===== src/rtl/lnk_pkg.sv =====
package lnk_pkg;
  localparam int BITS_PER_BYTE = 8;

  typedef logic [BITS_PER_BYTE-1:0] byte_t;

  typedef enum logic [2:0] {
    ST_IDLE,
    ST_TX_PULL,
    ST_TX_REL,
    ST_RX_ACK,
    ST_GUARD
  } linkState_t;

  typedef struct packed {
    logic txLoad;
    logic txAdvance;
    logic rxCapture;
    logic rxBit;
    logic rxLast;
  } ctrlStrobe_t;
endpackage


===== src/rtl/lnk_fifo.sv =====
module lnk_fifo #(
  parameter int WIDTH = 8,
  parameter int DEPTH = 4
) (
  input  logic             clk,
  input  logic             rstN,
  input  logic             pushEn,
  input  logic [WIDTH-1:0] pushData,
  input  logic             popEn,
  output logic [WIDTH-1:0] popData,
  output logic             empty,
  output logic             full
);
  localparam int PW = (DEPTH > 1) ? $clog2(DEPTH) : 1;
  localparam int CW = $clog2(DEPTH + 1);

  logic [WIDTH-1:0] store [DEPTH];
  logic [PW-1:0]    wrPtr, rdPtr;
  logic [CW-1:0]    fill;
  logic             doPush, doPop;

  function automatic logic [PW-1:0] nextPtr(input logic [PW-1:0] p);
    return (p == PW'(DEPTH - 1)) ? '0 : p + PW'(1);
  endfunction

  assign empty   = (fill == '0);
  assign full    = (fill == CW'(DEPTH));
  assign doPush  = pushEn && !full;
  assign doPop   = popEn && !empty;
  assign popData = store[rdPtr];

  always_ff @(posedge clk) begin
    if (doPush) store[wrPtr] <= pushData;
  end

  always_ff @(posedge clk) begin
    if (!rstN) begin
      wrPtr <= '0;
      rdPtr <= '0;
      fill  <= '0;
    end else begin
      if (doPush) wrPtr <= nextPtr(wrPtr);
      if (doPop)  rdPtr <= nextPtr(rdPtr);
      case ({doPush, doPop})
        2'b10:   fill <= fill + CW'(1);
        2'b01:   fill <= fill - CW'(1);
        default: fill <= fill;
      endcase
    end
  end
endmodule


===== src/rtl/lnk_datapath.sv =====
module lnk_datapath
  import lnk_pkg::*;
#(
  parameter int FIFO_DEPTH = 4
) (
  input  logic        clk,
  input  logic        rstN,
  input  ctrlStrobe_t strobe,
  input  byte_t       hostTxData,
  input  logic        hostTxValid,
  output logic        hostTxReady,
  output byte_t       hostRxData,
  output logic        hostRxValid,
  input  logic        hostRxReady,
  input  logic        wireAIn,
  input  logic        wireBIn,
  output logic        txAvail,
  output logic        txBitVal,
  output logic        rxFull,
  output logic        lvlA,
  output logic        lvlB
);
  logic [1:0] pinIn, lvl;
  assign pinIn = {wireBIn, wireAIn};

  for (genvar w = 0; w < 2; w++) begin : g_filt
    logic s1, s2, s3, lvlQ;
    always_ff @(posedge clk) begin
      if (!rstN) begin
        s1   <= 1'b1;
        s2   <= 1'b1;
        s3   <= 1'b1;
        lvlQ <= 1'b1;
      end else begin
        s1 <= pinIn[w];
        s2 <= s1;
        s3 <= s2;
        if (s2 == s3) lvlQ <= s2;
      end
    end
    assign lvl[w] = lvlQ;
  end

  assign lvlA = lvl[0];
  assign lvlB = lvl[1];

  // host -> link
  byte_t txHead, txSr;
  logic  txEmpty, txFull;

  lnk_fifo #(.WIDTH(BITS_PER_BYTE), .DEPTH(FIFO_DEPTH)) txFifo_i (
    .clk(clk), .rstN(rstN),
    .pushEn(hostTxValid), .pushData(hostTxData),
    .popEn(strobe.txLoad), .popData(txHead),
    .empty(txEmpty), .full(txFull)
  );

  assign hostTxReady = !txFull;
  assign txAvail     = !txEmpty;
  assign txBitVal    = txSr[0];

  always_ff @(posedge clk) begin
    if (!rstN)                 txSr <= '0;
    else if (strobe.txLoad)    txSr <= txHead;
    else if (strobe.txAdvance) txSr <= {1'b0, txSr[BITS_PER_BYTE-1:1]};
  end

  // link -> host
  logic [BITS_PER_BYTE-2:0] rxSr;
  logic                     rxEmpty;

  always_ff @(posedge clk) begin
    if (!rstN)                 rxSr <= '0;
    else if (strobe.rxCapture) rxSr <= {strobe.rxBit, rxSr[BITS_PER_BYTE-2:1]};
  end

  lnk_fifo #(.WIDTH(BITS_PER_BYTE), .DEPTH(FIFO_DEPTH)) rxFifo_i (
    .clk(clk), .rstN(rstN),
    .pushEn(strobe.rxCapture && strobe.rxLast), .pushData({strobe.rxBit, rxSr}),
    .popEn(hostRxReady), .popData(hostRxData),
    .empty(rxEmpty), .full(rxFull)
  );

  assign hostRxValid = !rxEmpty;
endmodule


===== src/rtl/lnk_ctrl.sv =====
module lnk_ctrl
  import lnk_pkg::*;
#(
  parameter int GUARD_CYCLES = 16
) (
  input  logic        clk,
  input  logic        rstN,
  input  logic        lvlA,
  input  logic        lvlB,
  input  logic        txAvail,
  input  logic        txBitVal,
  input  logic        rxFull,
  output ctrlStrobe_t strobe,
  output logic        pullA,
  output logic        pullB
);
  localparam int GUARD_EFF = (GUARD_CYCLES < 4) ? 4 : GUARD_CYCLES;
  localparam int GW        = $clog2(GUARD_EFF + 1);
  localparam int TW        = $clog2(BITS_PER_BYTE + 1);
  localparam int RW        = $clog2(BITS_PER_BYTE);

  linkState_t    state;
  logic [TW-1:0] txLeft;
  logic [RW-1:0] rxCnt;
  logic [GW-1:0] guardCnt;
  logic          curBit;
  logic          rxStart, busIdle, otherLvl, senderLvl;

  assign busIdle   = lvlA && lvlB;
  assign rxStart   = (lvlA ^ lvlB) && ((rxCnt != '0) || !rxFull);
  assign otherLvl  = curBit ? lvlA : lvlB;
  assign senderLvl = curBit ? lvlB : lvlA;

  always_comb begin
    strobe = '0;
    strobe.rxBit  = lvlA;
    strobe.rxLast = (rxCnt == RW'(BITS_PER_BYTE - 1));
    if (state == ST_IDLE) begin
      if (rxStart)                                    strobe.rxCapture = 1'b1;
      else if (busIdle && txLeft == '0 && txAvail)    strobe.txLoad    = 1'b1;
    end
    if (state == ST_TX_REL && otherLvl) strobe.txAdvance = 1'b1;
  end

  always_ff @(posedge clk) begin
    if (!rstN) begin
      state    <= ST_IDLE;
      txLeft   <= '0;
      rxCnt    <= '0;
      guardCnt <= '0;
      curBit   <= 1'b0;
      pullA    <= 1'b0;
      pullB    <= 1'b0;
    end else begin
      case (state)
        ST_IDLE: begin
          if (rxStart) begin
            curBit <= lvlA;
            pullA  <= lvlA;
            pullB  <= !lvlA;
            rxCnt  <= strobe.rxLast ? '0 : rxCnt + RW'(1);
            state  <= ST_RX_ACK;
          end else if (busIdle) begin
            if (txLeft == '0) begin
              if (txAvail) txLeft <= TW'(BITS_PER_BYTE);
            end else begin
              curBit <= txBitVal;
              pullA  <= !txBitVal;
              pullB  <= txBitVal;
              state  <= ST_TX_PULL;
            end
          end
        end
        ST_TX_PULL: if (!otherLvl) begin
          pullA <= 1'b0;
          pullB <= 1'b0;
          state <= ST_TX_REL;
        end
        ST_TX_REL: if (otherLvl) begin
          txLeft   <= txLeft - TW'(1);
          guardCnt <= GW'(GUARD_EFF);
          state    <= ST_GUARD;
        end
        ST_RX_ACK: if (senderLvl) begin
          pullA    <= 1'b0;
          pullB    <= 1'b0;
          guardCnt <= GW'(GUARD_EFF);
          state    <= ST_GUARD;
        end
        ST_GUARD: begin
          if (guardCnt <= GW'(1)) state <= ST_IDLE;
          else                    guardCnt <= guardCnt - GW'(1);
        end
        default: state <= ST_IDLE;
      endcase
    end
  end
endmodule


===== src/rtl/link_bridge.sv =====
module link_bridge
  import lnk_pkg::*;
#(
  parameter int FIFO_DEPTH   = 4,
  parameter int GUARD_CYCLES = 16
) (
  input  logic       clk,
  input  logic       rstN,
  input  logic [7:0] hostTxData,
  input  logic       hostTxValid,
  output logic       hostTxReady,
  output logic [7:0] hostRxData,
  output logic       hostRxValid,
  input  logic       hostRxReady,
  input  logic       wireAIn,
  input  logic       wireBIn,
  output logic       wireAPull,
  output logic       wireBPull
);
  ctrlStrobe_t strobe;
  logic txAvail, txBitVal, rxFull, lvlA, lvlB;

  lnk_datapath #(.FIFO_DEPTH(FIFO_DEPTH)) dp_i (
    .clk(clk), .rstN(rstN), .strobe(strobe),
    .hostTxData(hostTxData), .hostTxValid(hostTxValid), .hostTxReady(hostTxReady),
    .hostRxData(hostRxData), .hostRxValid(hostRxValid), .hostRxReady(hostRxReady),
    .wireAIn(wireAIn), .wireBIn(wireBIn),
    .txAvail(txAvail), .txBitVal(txBitVal), .rxFull(rxFull),
    .lvlA(lvlA), .lvlB(lvlB)
  );

  lnk_ctrl #(.GUARD_CYCLES(GUARD_CYCLES)) ctrl_i (
    .clk(clk), .rstN(rstN), .lvlA(lvlA), .lvlB(lvlB),
    .txAvail(txAvail), .txBitVal(txBitVal), .rxFull(rxFull),
    .strobe(strobe), .pullA(wireAPull), .pullB(wireBPull)
  );
endmodule


===== config.mk =====
export PLATFORM = sky130hd
export DESIGN_NAME = link_bridge
export DESIGN_NICKNAME = d
export VERILOG_FILES = /design/src/rtl/lnk_pkg.sv /design/src/rtl/lnk_fifo.sv /design/src/rtl/lnk_datapath.sv /design/src/rtl/lnk_ctrl.sv /design/src/rtl/link_bridge.sv
export SDC_FILE = /design/constraint.sdc
export NUM_CORES = 1
export LEC_CHECK = 0
export ABC_AREA = 1
export BUFFER_PORTS_ARGS = -buffer_cell sky130_fd_sc_hd__buf_2
export CAP_MARGIN = 25
export CELL_PAD_IN_SITES_DETAIL_PLACEMENT = 1
export CELL_PAD_IN_SITES_GLOBAL_PLACEMENT = 2
export CORE_ASPECT_RATIO = 1.75
export CORE_MARGIN = 4
export CORE_UTILIZATION = 35
export CTS_CLUSTER_DIAMETER = 50
export DETAILED_ROUTE_END_ITERATION = 10
export GPL_ROUTABILITY_DRIVEN = 0
export PLACE_DENSITY_LB_ADDON = 0.1
export SLEW_MARGIN = 20
export SYNTH_ARGS = -nofsm -noshare
export SYNTH_HDL_FRONTEND = slang
export SYNTH_SLANG_ARGS = --single-unit

===== constraint.sdc =====
create_clock -name clk -period 2.1 [get_ports clk]
set_input_delay 0.21 -clock clk [delete_from_list [all_inputs] [get_ports clk]]
set_output_delay 0.21 -clock clk [all_outputs]
set_load 0.02 [all_outputs]

==> flow_summary.json, run 1 <==
{
  "grt_pass1_vias": 4218,
  "cts_tree": "yes",
  "hold_depth": 1,
  "rows": 59,
  "placedCellCount": 782,
  "ant_nets": 0,
  "synth_area_leaders": "edfxtp_1, dfxtp_1, nor2_1, o21ai_0, nand2_1",
  "fin_cells": 824,
  "gr-usage-met2": 0.303,
  "start_kind": "register",
  "io_buffer_count": 25,
  "netlist_instances": 558,
  "p_total_mw": 8.38,
  "cts_made_buffers": 17,
  "wl_mm": 12.0,
  "relSlewSlack": 0.696,
  "drt_first_pass_iters": 4,
  "ctsLongestPathBuffers": 2,
  "cts_root_buf": "clkbuf_16",
  "fin_worst_skew_ns": 0.00760,
  "r2r_setup_slack_ns": 0.007,
  "reg2regPathDepth": 15,
  "grt_max_degree": 30,
  "avgSynthCellArea_sq_um": 9.43,
  "post_drt_via_cell_ratio": 4.82,
  "drt-initial-drc-count": 123,
  "worst_slew_pin_slew_ns": 0.455,
  "clock_sink_count": 123,
  "synth_seq_cells": 123,
  "ys_seq_area_frac": 0.589,
  "use_met1": 0.134,
  "critPathRequiredTime_ns": 2.39,
  "dpl-instance-area_sq_um": 5790,
  "cp_max_fo": 3,
  "maxCapViolations": 0,
  "nFillCells": 1686,
  "num_io_pins": 26,
  "maxSlewViolCount": 0,
  "die_y_um": 170,
  "dp_hpwl_mm": 8.98,
  "antenna_found_initial": 0,
  "max_freq_mhz": 478,
  "grt_most_used_layer": "met2",
  "antenna_cells": 0,
  "reg2reg_from": "ctrl_i.txLeft[0]$_SDFFE_PN0P_",
  "power.density_nw_per_um2": 1280,
  "period_share": 0.996,
  "core_area_sq_um": 14800,
  "route.vias.total": 3973,
  "startpoint": "ctrl_i.txLeft[0]$_SDFFE_PN0P_",
  "crit_type": "register to register",
  "synth.top_cell.area_share": 0.365,
  "final-hold-violation-count": 0,
  "start_util": 0.355,
  "grt_overflow": 0,
  "holdWs_ns": 0.0189,
  "use_met3": 0.0312,
  "cts_max_level": 4,
  "cts.clk_slew.worst_paths_ns": 0.06,
  "critPathCapture": "dp_i.txFifo_i.fill[2]$_SDFFE_PN0P_",
  "layout_common_cells": "nor2_1, nand2_1, edfxtp_1",
  "setup_violations": 0,
  "avgRoutedWirePerCell_um": 14.5,
  "grt_pass1_wl_mm": 19.7,
  "netlist-cell-type-count": 29,
  "multi_input_area_sq_um": 1890,
  "arrival_ns": 2.39,
  "area_growth_pct": 24.1,
  "fin_nets": 663,
  "die_w_um": 101,
  "drive_above_1_share": 0.211,
  "utilization": 0.440,
  "fin_crit_ns": 2.09,
  "insertion_delay_ns": 0.40,
  "grt.total_usage": 0.148,
  "endpoint_kind": "register",
  "drc": 0,
  "seqCellArea_sq_um": 3110,
  "leakagePower_nw": 2.66,
  "die-area_sq_um": 17100,
  "synth_nets": 593,
  "synth_area_sq_um": 5260,
  "r2r_end": "dp_i.txFifo_i.fill[2]$_SDFFE_PN0P_",
  "status": "finished clean",
  "ir_worst_vdd_uv": 795,
  "yosysWarnings": 0,
  "synth_largest_area_cell": "edfxtp_1",
  "stdcell_area_sq_um": 6530,
  "rsz0062_at_grt": "true",
  "hold_path.class": "primary input to register",
  "layout_commonest_cell": "nor2_1"
}
[worst min path at each step]
stage | slack, ns | endpoint | startpoint
floorplan | 0.31 | dp_i.txFifo_i.store[0][0]$_DFFE_PP_ | hostTxData[0]
global placement | 0.39 | dp_i.g_filt[1].s1$_SDFF_PN1_ | wireBIn
detailed placement | 0.40 | dp_i.g_filt[1].s1$_SDFF_PN1_ | wireBIn
CTS | 0.0004 | dp_i.txFifo_i.store[1][7]$_DFFE_PP_ | hostTxData[7]
global route | 0.008 | dp_i.txFifo_i.store[1][1]$_DFFE_PP_ | hostTxData[1]
finish | 0.02 | dp_i.txFifo_i.store[2][2]$_DFFE_PP_ | hostTxData[2]
[repair_timing]
item,in CTS,in global routing
setup buffers,2,6
endpoints found under the hold margin,2,0
setup endpoints to repair,3,3
hold buffers,2,0
resized for setup,4,16
pin swaps,1,9
cloned,0,0
[stage by stage]
stage          TNS [ns]  worst slack [ns]
6_report              0           0.00744
5_1_grt          -0.265            -0.141
4_1_cts               0           0.00268
3_5_place_dp     -0.123           -0.0958
3_3_place_gp          0            0.0162
2_1_floorplan  -0.00378          -0.00378
[cells in the mapped netlist, drive strengths merged]
cell type	count
a211oi	3
a21oi	43
buf	5
clkbuf	10
dfxtp	59
edfxtp	64
fa	2
ha	19
inv	69
nand2	72
nand3	31
nand4	2
nor2	89
nor3	1
o211a	1
o211ai	2
o21a	2
o21ai	63
o22ai	11
or2	8
xnor2	1
xor2	1
[worst max-delay path, stage by stage (launching register included)]
cell,delay [ns]
dfxtp_2,0.32
inv_2,0.07
ha_4,0.14
nand2_2,0.05
nor2_1,0.10
nand2_1,0.09
nor2_4,0.15
nand2_4,0.07
inv_4,0.06
ha_4,0.13
inv_4,0.04
fa_2,0.37
a21oi_2,0.14
o21ai_2,0.07
o21ai_1,0.13
a21oi_1,0.05
[metal layers]
| metal | share of wire | wire (um) | vias up |
|---|---|---|---|
| met2 | 0.61 | 7320 | 34 |
| met5 | 0 | 0 | - |
| met3 | 0.018 | 220 | 15 |
| met1 | 0.35 | 4150 | 1916 |
| met4 | 0.024 | 282 | 0 |
| li1 | - | - | 2008 |
[logic make-up after synthesis]
logic type,after synthesis,synth area share
AOI/OAI and AO/OA,125,0.126
xor gates and xnor gates,2,0.00333
adders and majority gates,21,0.0528
buffers and inverters,84,0.0635
DFF,123,0.589
and+or+nand+nor,203,0.165
[sequential cells by signal, summed over array words and instances (netlist names), 2 cells and up, named ones only]
register             flops
dp_i.rxFifo_i.fill       3
ctrl_i.txLeft            4
dp_i.rxFifo_i.store     32
ctrl_i.state             3
dp_i.g_filt.s1           2
dp_i.rxFifo_i.wrPtr      2
dp_i.rxSr                7
dp_i.txFifo_i.store     32
ctrl_i.guardCnt          5
dp_i.g_filt.s2           2
dp_i.rxFifo_i.rdPtr      2
dp_i.txSr                8
ctrl_i.rxCnt             3
dp_i.txFifo_i.wrPtr      2
dp_i.g_filt.s3           2
dp_i.txFifo_i.rdPtr      2
dp_i.txFifo_i.fill       3
[power breakdown]
group	switching [mW]	internal [mW]	total [mW]	leakage, nW
Clock	1.07	1.86	2.94	0.283
Combinational	1.52	0.936	2.46	1.28
Sequential	0.170	2.82	2.99	1.10
[layout make-up]
| type | instances | area share |
|---|---|---|
| clock buffers | 17 | 0.0651 |
| clock inverters | 15 | 0.0266 |
| inverters | 69 | 0.0404 |
| multi-input cells | 351 | 0.290 |
| flip-flops and latches | 123 | 0.476 |
| well taps | 183 | 0.0351 |
| repair buffers | 66 | 0.0671 |
Power figures use the tool's default switching activity.
==> run 2: changes to the inputs <==
BUFFER_PORTS_ARGS = default   (was -buffer_cell sky130_fd_sc_hd__buf_2)
CORE_UTILIZATION = 36   (was 35)
DONT_BUFFER_PORTS = 1   (was default)
==> run 2 against run 1 <==
- hold slack improved by 0.073 ns
- power fell by 0.49%
- sequential power barely moved
- sequential share of layout area barely moved
- first-iteration DRC count fell by 17%
- critical endpoint unchanged
==> flow_summary.json, run 2 (synthesis gave the netlist of run 1 again) <==
{
  "slowest_stage": "fa_2",
  "ant_nets": 0,
  "final-hold-violation-count": 0,
  "path_buf_inv": 3,
  "period_share": 0.976,
  "area_growth_pct": 24.1,
  "ir_worst_vdd_uv": 679,
  "layout_commonest_cell": "nor2_1",
  "max_freq_mhz": 488,
  "layout_common_cells": "nor2_1, nand2_1, edfxtp_1",
  "cts.clk_slew.worst_paths_ns": 0.06,
  "setup_tns_ns": 0,
  "place_ws_ns": -0.0979,
  "arrival_ns": 2.35,
  "setup_violations": 0,
  "rows": 58,
  "top_regs": "dp_i.rxFifo_i.store: 32 flops, dp_i.txFifo_i.store: 32 flops, dp_i.txSr: 8 flops",
  "grt_pass1_vias": 4161,
  "cts_made_buffers": 17,
  "fin_cells": 806,
  "leakagePower_nw": 2.63,
  "num_io_pins": 26,
  "antenna_cells": 0,
  "endpoint_kind": "register",
  "crit_type": "register to register",
  "fin_worst_skew_ns": 0.00937,
  "io_buffer_count": 0,
  "wl_mm": 11.6,
  "placedCellCount": 757,
  "cts_tree": "yes",
  "grt_max_degree": 31,
  "dp_hpwl_mm": 8.82,
  "insertion_delay_ns": 0.41,
  "fin_crit_ns": 2.05,
  "drt_first_pass_iters": 4,
  "power.density_nw_per_um2": 1280,
  "maxSlewViolCount": 0,
  "fin_ws_ns": 0.0503,
  "hold_path.class": "primary input to register",
  "relSlewSlack": 0.651,
  "worst_slew_pin_slew_ns": 0.532,
  "ctsLongestPathBuffers": 2,
  "die_y_um": 168,
  "fin_nets": 648,
  "grt_overflow": 0,
  "cts_root_buf": "clkbuf_16",
  "grt.total_usage": 0.149,
  "worst_path_largest_cell_delay_ns": 0.35,
  "die_w_um": 99.4,
  "critPathTopFamily": "adder cells",
  "critPathRequiredTime_ns": 2.40,
  "drive_above_1_share": 0.192,
  "drc": 0,
  "core_area_sq_um": 14400,
  "cp_max_fo": 2,
  "worstPathCellList": "inv_2 -> ha_4 -> nand2_2 -> nor2_1 -> nand2_1 -> nor2_4 -> nand2_4 -> inv_4 -> ha_4 -> inv_2 -> fa_2 -> a21oi_2 -> o21ai_2 -> o21ai_1 -> a21oi_1",
  "maxCapViolations": 0,
  "rsz0062_at_grt": "true",
  "route.vias.total": 3889,
  "die-area_sq_um": 16700,
  "cts_max_level": 4,
  "antenna_found_initial": 0,
  "avgRoutedWirePerCell_um": 14.4,
  "post_drt_via_cell_ratio": 4.83,
  "start_util": 0.366,
  "grt_pass1_wl_mm": 19.4,
  "clock_sink_count": 123,
  "drt-initial-drc-count": 102,
  "status": "finished clean",
  "start_kind": "register"
}
-- run 2: what timing repair did --
item / CTS / global route
buffers inserted: 2 / 4
hold buffers: 11 / 0
resized for setup: 12 / 14
pin swaps: 8 / 12
hold endpoints to repair: 68 / 0
endpoints found under the setup margin: 3 / 3
-- run 2: metrics by stage --
| step | hold slack, ns | area [sq um] | power (mW) | utilization |
|---|---|---|---|---|
| 2_1_floorplan | 0.309 | 5280 | 4.62 | - |
| 3_3_place_gp | 0.309 | 5680 | 5.25 | 0.395 |
| 3_5_place_dp | 0.309 | 5680 | 5.31 | 0.395 |
| 4_1_cts | 0.0753 | 6450 | 8.41 | 0.449 |
| 5_1_grt | 0.101 | 6530 | 8.92 | 0.455 |
| 6_report | 0.0916 | 6530 | 8.34 | 0.455 |
-- run 2: worst paths after layout --
check	to	slack, ns	from	cells after the start
worst max-delay path	dp_i.txFifo_i.fill[2]$_SDFFE_PN0P_	0.05	ctrl_i.txLeft[1]$_SDFFE_PN0P_	15
worst min-delay path	dp_i.rxFifo_i.rdPtr[1]$_SDFFE_PN0P_	0.09	hostRxReady	3
worst max register to register	dp_i.txFifo_i.fill[2]$_SDFFE_PN0P_	0.05	ctrl_i.txLeft[1]$_SDFFE_PN0P_	15
worst min register to register	dp_i.g_filt[1].s2$_SDFF_PN1_	0.41	dp_i.g_filt[1].s1$_SDFF_PN1_	1
-- run 2: worst min-delay path, delay by kind of cell --
kind	cells	cell delay (ns)
AOI/OAI and AO/OA	1	0.14
and+or+nand+nor	2	0.10
-- run 2: report_power, final --
| group | internal, mW | switching, mW | leakage (nW) |
|---|---|---|---|
| Sequential | 2.82 | 0.190 | 1.11 |
| Clock | 1.88 | 1.09 | 0.291 |
| Combinational | 0.891 | 1.47 | 1.23 |
| Total | 5.60 | 2.75 | 2.63 |
-- run 2: layout make-up --
type	count	area, sq um
Clock buffer	17	425
Clock inverter	15	188
Fill cell	1633	7840
Inverter	69	262
Multi-Input combinational cell	351	1900
Sequential cell	123	3110
Tap cell	180	225
Timing Repair Buffer	51	420
-- run 2: per-layer routing --
metal,GRT usage,up-vias,wire length (um)
li1,-,1984,-
met1,0.122,1852,3930
met5,0,-,0
met3,0.0319,12,231
met4,0.0606,0,187
met2,0.318,41,7270
==> run 3: changes to the inputs <==
ABC_AREA = 0   (was 1)
CORE_UTILIZATION = 40   (was 36)
==> run 3 against run 2 <==
- the run now ends with negative setup slack left
- highest routed layer unchanged
- cell area is 2.0% lower
- register-to-register slack worse by 0.34 ns
- critical path depth is 4 lower
==> flow_summary.json, run 3 <==
{
  "grt_max_degree": 27,
  "reg2regPathDepth": 11,
  "cts_made_buffers": 17,
  "arrival_ns": 2.73,
  "insertion_delay_ns": 0.41,
  "power_frac_clock": 0.386,
  "core_area_sq_um": 12600,
  "fin_cells": 648,
  "cp_max_fo": 3,
  "synth_largest_area_cell": "edfxtp_1",
  "placedCellCount": 602,
  "synth.top_cell.area_share": 0.373,
  "yosysWarnings": 0,
  "route.vias.total": 3228,
  "grt_overflow": 0,
  "synth_area_leaders": "edfxtp_1, dfxtp_1, mux4_2, ha_1, a21oi_1",
  "num_io_pins": 26,
  "pwr-share-comb": 0.231,
  "max_freq_mhz": 419,
  "cts_root_buf": "clkbuf_16",
  "die_w_um": 93.7,
  "rows": 54,
  "use_met3": 0.0276,
  "fin_crit_ns": 2.39,
  "maxSlewViolCount": 0,
  "final-hold-violation-count": 0,
  "power.switching_mw": 2.17,
  "hold_depth": 2,
  "die_y_um": 158,
  "setup_violations": 4,
  "endpoint_kind": "register",
  "leakagePower_nw": 2.34,
  "intPower_mw": 5.53,
  "cts_max_level": 4,
  "dp_hpwl_mm": 7.84,
  "synth_seq_cells": 123,
  "drt-initial-drc-count": 112,
  "p_seq_frac": 0.383,
  "die-area_sq_um": 14800,
  "ant_nets": 0,
  "relSlewSlack": 0.424,
  "grt.total_usage": 0.158,
  "netlist-cell-type-count": 53,
  "synth_edf_count": 64,
  "drive_above_1_share": 0.258,
  "gr-usage-met2": 0.326,
  "power.density_nw_per_um2": 1200,
  "synth_nets": 447,
  "r2r_end": "dp_i.rxFifo_i.fill[2]$_SDFFE_PN0P_",
  "fin_nets": 502,
  "cts.clk_slew.worst_paths_ns": 0.06,
  "layout_common_cells": "edfxtp_1, dfxtp_1, nand2_1",
  "avgRoutedWirePerCell_um": 16.2,
  "top_regs": "dp_i.rxFifo_i.store: 32 flops, dp_i.txFifo_i.store: 32 flops, dp_i.txSr: 8 flops",
  "layout_commonest_cell": "edfxtp_1",
  "start_util": 0.409,
  "violations": "negative setup slack",
  "fin_ws_ns": -0.288,
  "crit_type": "register to register",
  "async_flop_share": 0,
  "drc": 0,
  "r2r_setup_slack_ns": -0.29,
  "use_met1": 0.138,
  "switching_share": 0.282,
  "synth_most_common_cell": "edfxtp_1",
  "synthFlopType": "edfxtp_1",
  "period_share": 1.14,
  "ctsLongestPathBuffers": 2,
  "grt_most_used_layer": "met2",
  "worst_slew_pin_slew_ns": 0.861,
  "start_kind": "register",
  "netlist_instances": 412,
  "wl_mm": 10.5,
  "rsz0062_at_grt": "true",
  "min_to": "dp_i.txSr[3]$_SDFFE_PN0P_",
  "reg2reg_from": "dp_i.rxFifo_i.fill[1]$_SDFFE_PN0P_",
  "ys_seq_area_frac": 0.603,
  "status": "finished with violations",
  "avgSynthCellArea_sq_um": 12.5,
  "grt_pass1_wl_mm": 17.5,
  "maxCapViolations": 0,
  "min_from": "rstN",
  "holdWs_ns": 0.0368,
  "io_buffer_count": 0,
  "cts_tree": "yes",
  "clock_sink_count": 123,
  "drt_first_pass_iters": 4,
  "ir_worst_vdd_uv": 681,
  "antenna_cells": 0,
  "post_drt_via_cell_ratio": 4.98,
  "area_growth_pct": 24.4,
  "place_ws_ns": -0.314,
  "antenna_found_initial": 0,
  "p_total_mw": 7.70,
  "hold_path.class": "primary input to register",
  "critPathRequiredTime_ns": 2.44,
  "synth_area_sq_um": 5150,
  "grt_pass1_vias": 3524,
  "fin_worst_skew_ns": 0.00956,
  "synthTopCellsByCount": "edfxtp_1, dfxtp_1, nand2_1"
}
-- run 3: metal layers --
metal	routed length [um]	up-vias
met1	3430	1583
met2	6670	32
met5	0	-
li1	-	1598
met4	240	0
met3	169	15
-- run 3: worst max-delay path by stage --
stage | endpoint | start | depth (start not counted)
after global placement | dp_i.txFifo_i.fill[2]$_SDFFE_PN0P_ | ctrl_i.txLeft[0]$_SDFFE_PN0P_ | 12
final | dp_i.rxFifo_i.fill[2]$_SDFFE_PN0P_ | dp_i.rxFifo_i.fill[1]$_SDFFE_PN0P_ | 11
after global routing | dp_i.txFifo_i.fill[2]$_SDFFE_PN0P_ | ctrl_i.txLeft[1]$_SDFFE_PN0P_ | 12
after floorplan | dp_i.rxFifo_i.fill[2]$_SDFFE_PN0P_ | dp_i.rxFifo_i.fill[1]$_SDFFE_PN0P_ | 11
after CTS | dp_i.rxFifo_i.fill[2]$_SDFFE_PN0P_ | dp_i.rxFifo_i.fill[1]$_SDFFE_PN0P_ | 11
after detailed placement | dp_i.txFifo_i.fill[2]$_SDFFE_PN0P_ | ctrl_i.txLeft[0]$_SDFFE_PN0P_ | 12
-- run 3: what timing repair did --
item	in CTS	in global routing
hold buffers	11	0
buffers inserted	2	1
endpoints found under the hold margin	50	0
endpoints found under the setup margin	4	4
resized for setup	7	2
pin swaps	4	0
-- run 3: layout make-up --
type                            instances  area (sq um)
Timing Repair Buffer                   54           445
Fill cell                            1279          6160
Clock inverter                         15           189
Clock buffer                           17           425
Multi-Input combinational cell        248          1930
Inverter                               23          91.3
Tap cell                              168           210
Sequential cell                       123          3110
-- run 3: per-stage QoR --
stage	TNS, ns	utilization	area (sq um)
after floorplan	-0.906	-	5190
after global placement	-0.605	0.448	5630
after detailed placement	-0.874	0.448	5630
after CTS	-0.866	0.508	6390
after global routing	-1.28	0.510	6400
final	-0.800	0.510	6400
-- run 3: cell families (layout without fill, tap and decap cells) --
kind of cell | Yosys count | count (layout) | synth area share
AOI/OAI and AO/OA | 67 | 67 | 0.0798
buffers and inverters | 41 | 109 | 0.0326
xor gates and xnor gates | 8 | 8 | 0.0136
adders and majority gates | 21 | 21 | 0.0540
and+or+nand+nor | 127 | 127 | 0.129
DFF | 123 | 123 | 0.603
muxes | 25 | 25 | 0.0883
-- run 3: power by group through the flow --
stage	logic, mW	clock network [mW]	registers [mW]
6_report	1.78	2.97	2.95
2_1_floorplan	1.28	0	2.93
5_1_grt	1.99	3.16	2.99
3_3_place_gp	1.68	0	2.99
3_5_place_dp	1.72	0	3.01
4_1_cts	1.81	3.05	2.96
-- run 3: worst max-delay path, stage by stage, from the launching register on --
cell and delay, ns:
dfxtp_2 0.31, or3b_4 0.41, o21ai_4 0.22, nor2_4 0.05
and3_4 0.16, inv_4 0.06, ha_4 0.14, inv_2 0.04
fa_2 0.33, xor2_1 0.15, or3_1 0.31, a21oi_1 0.13
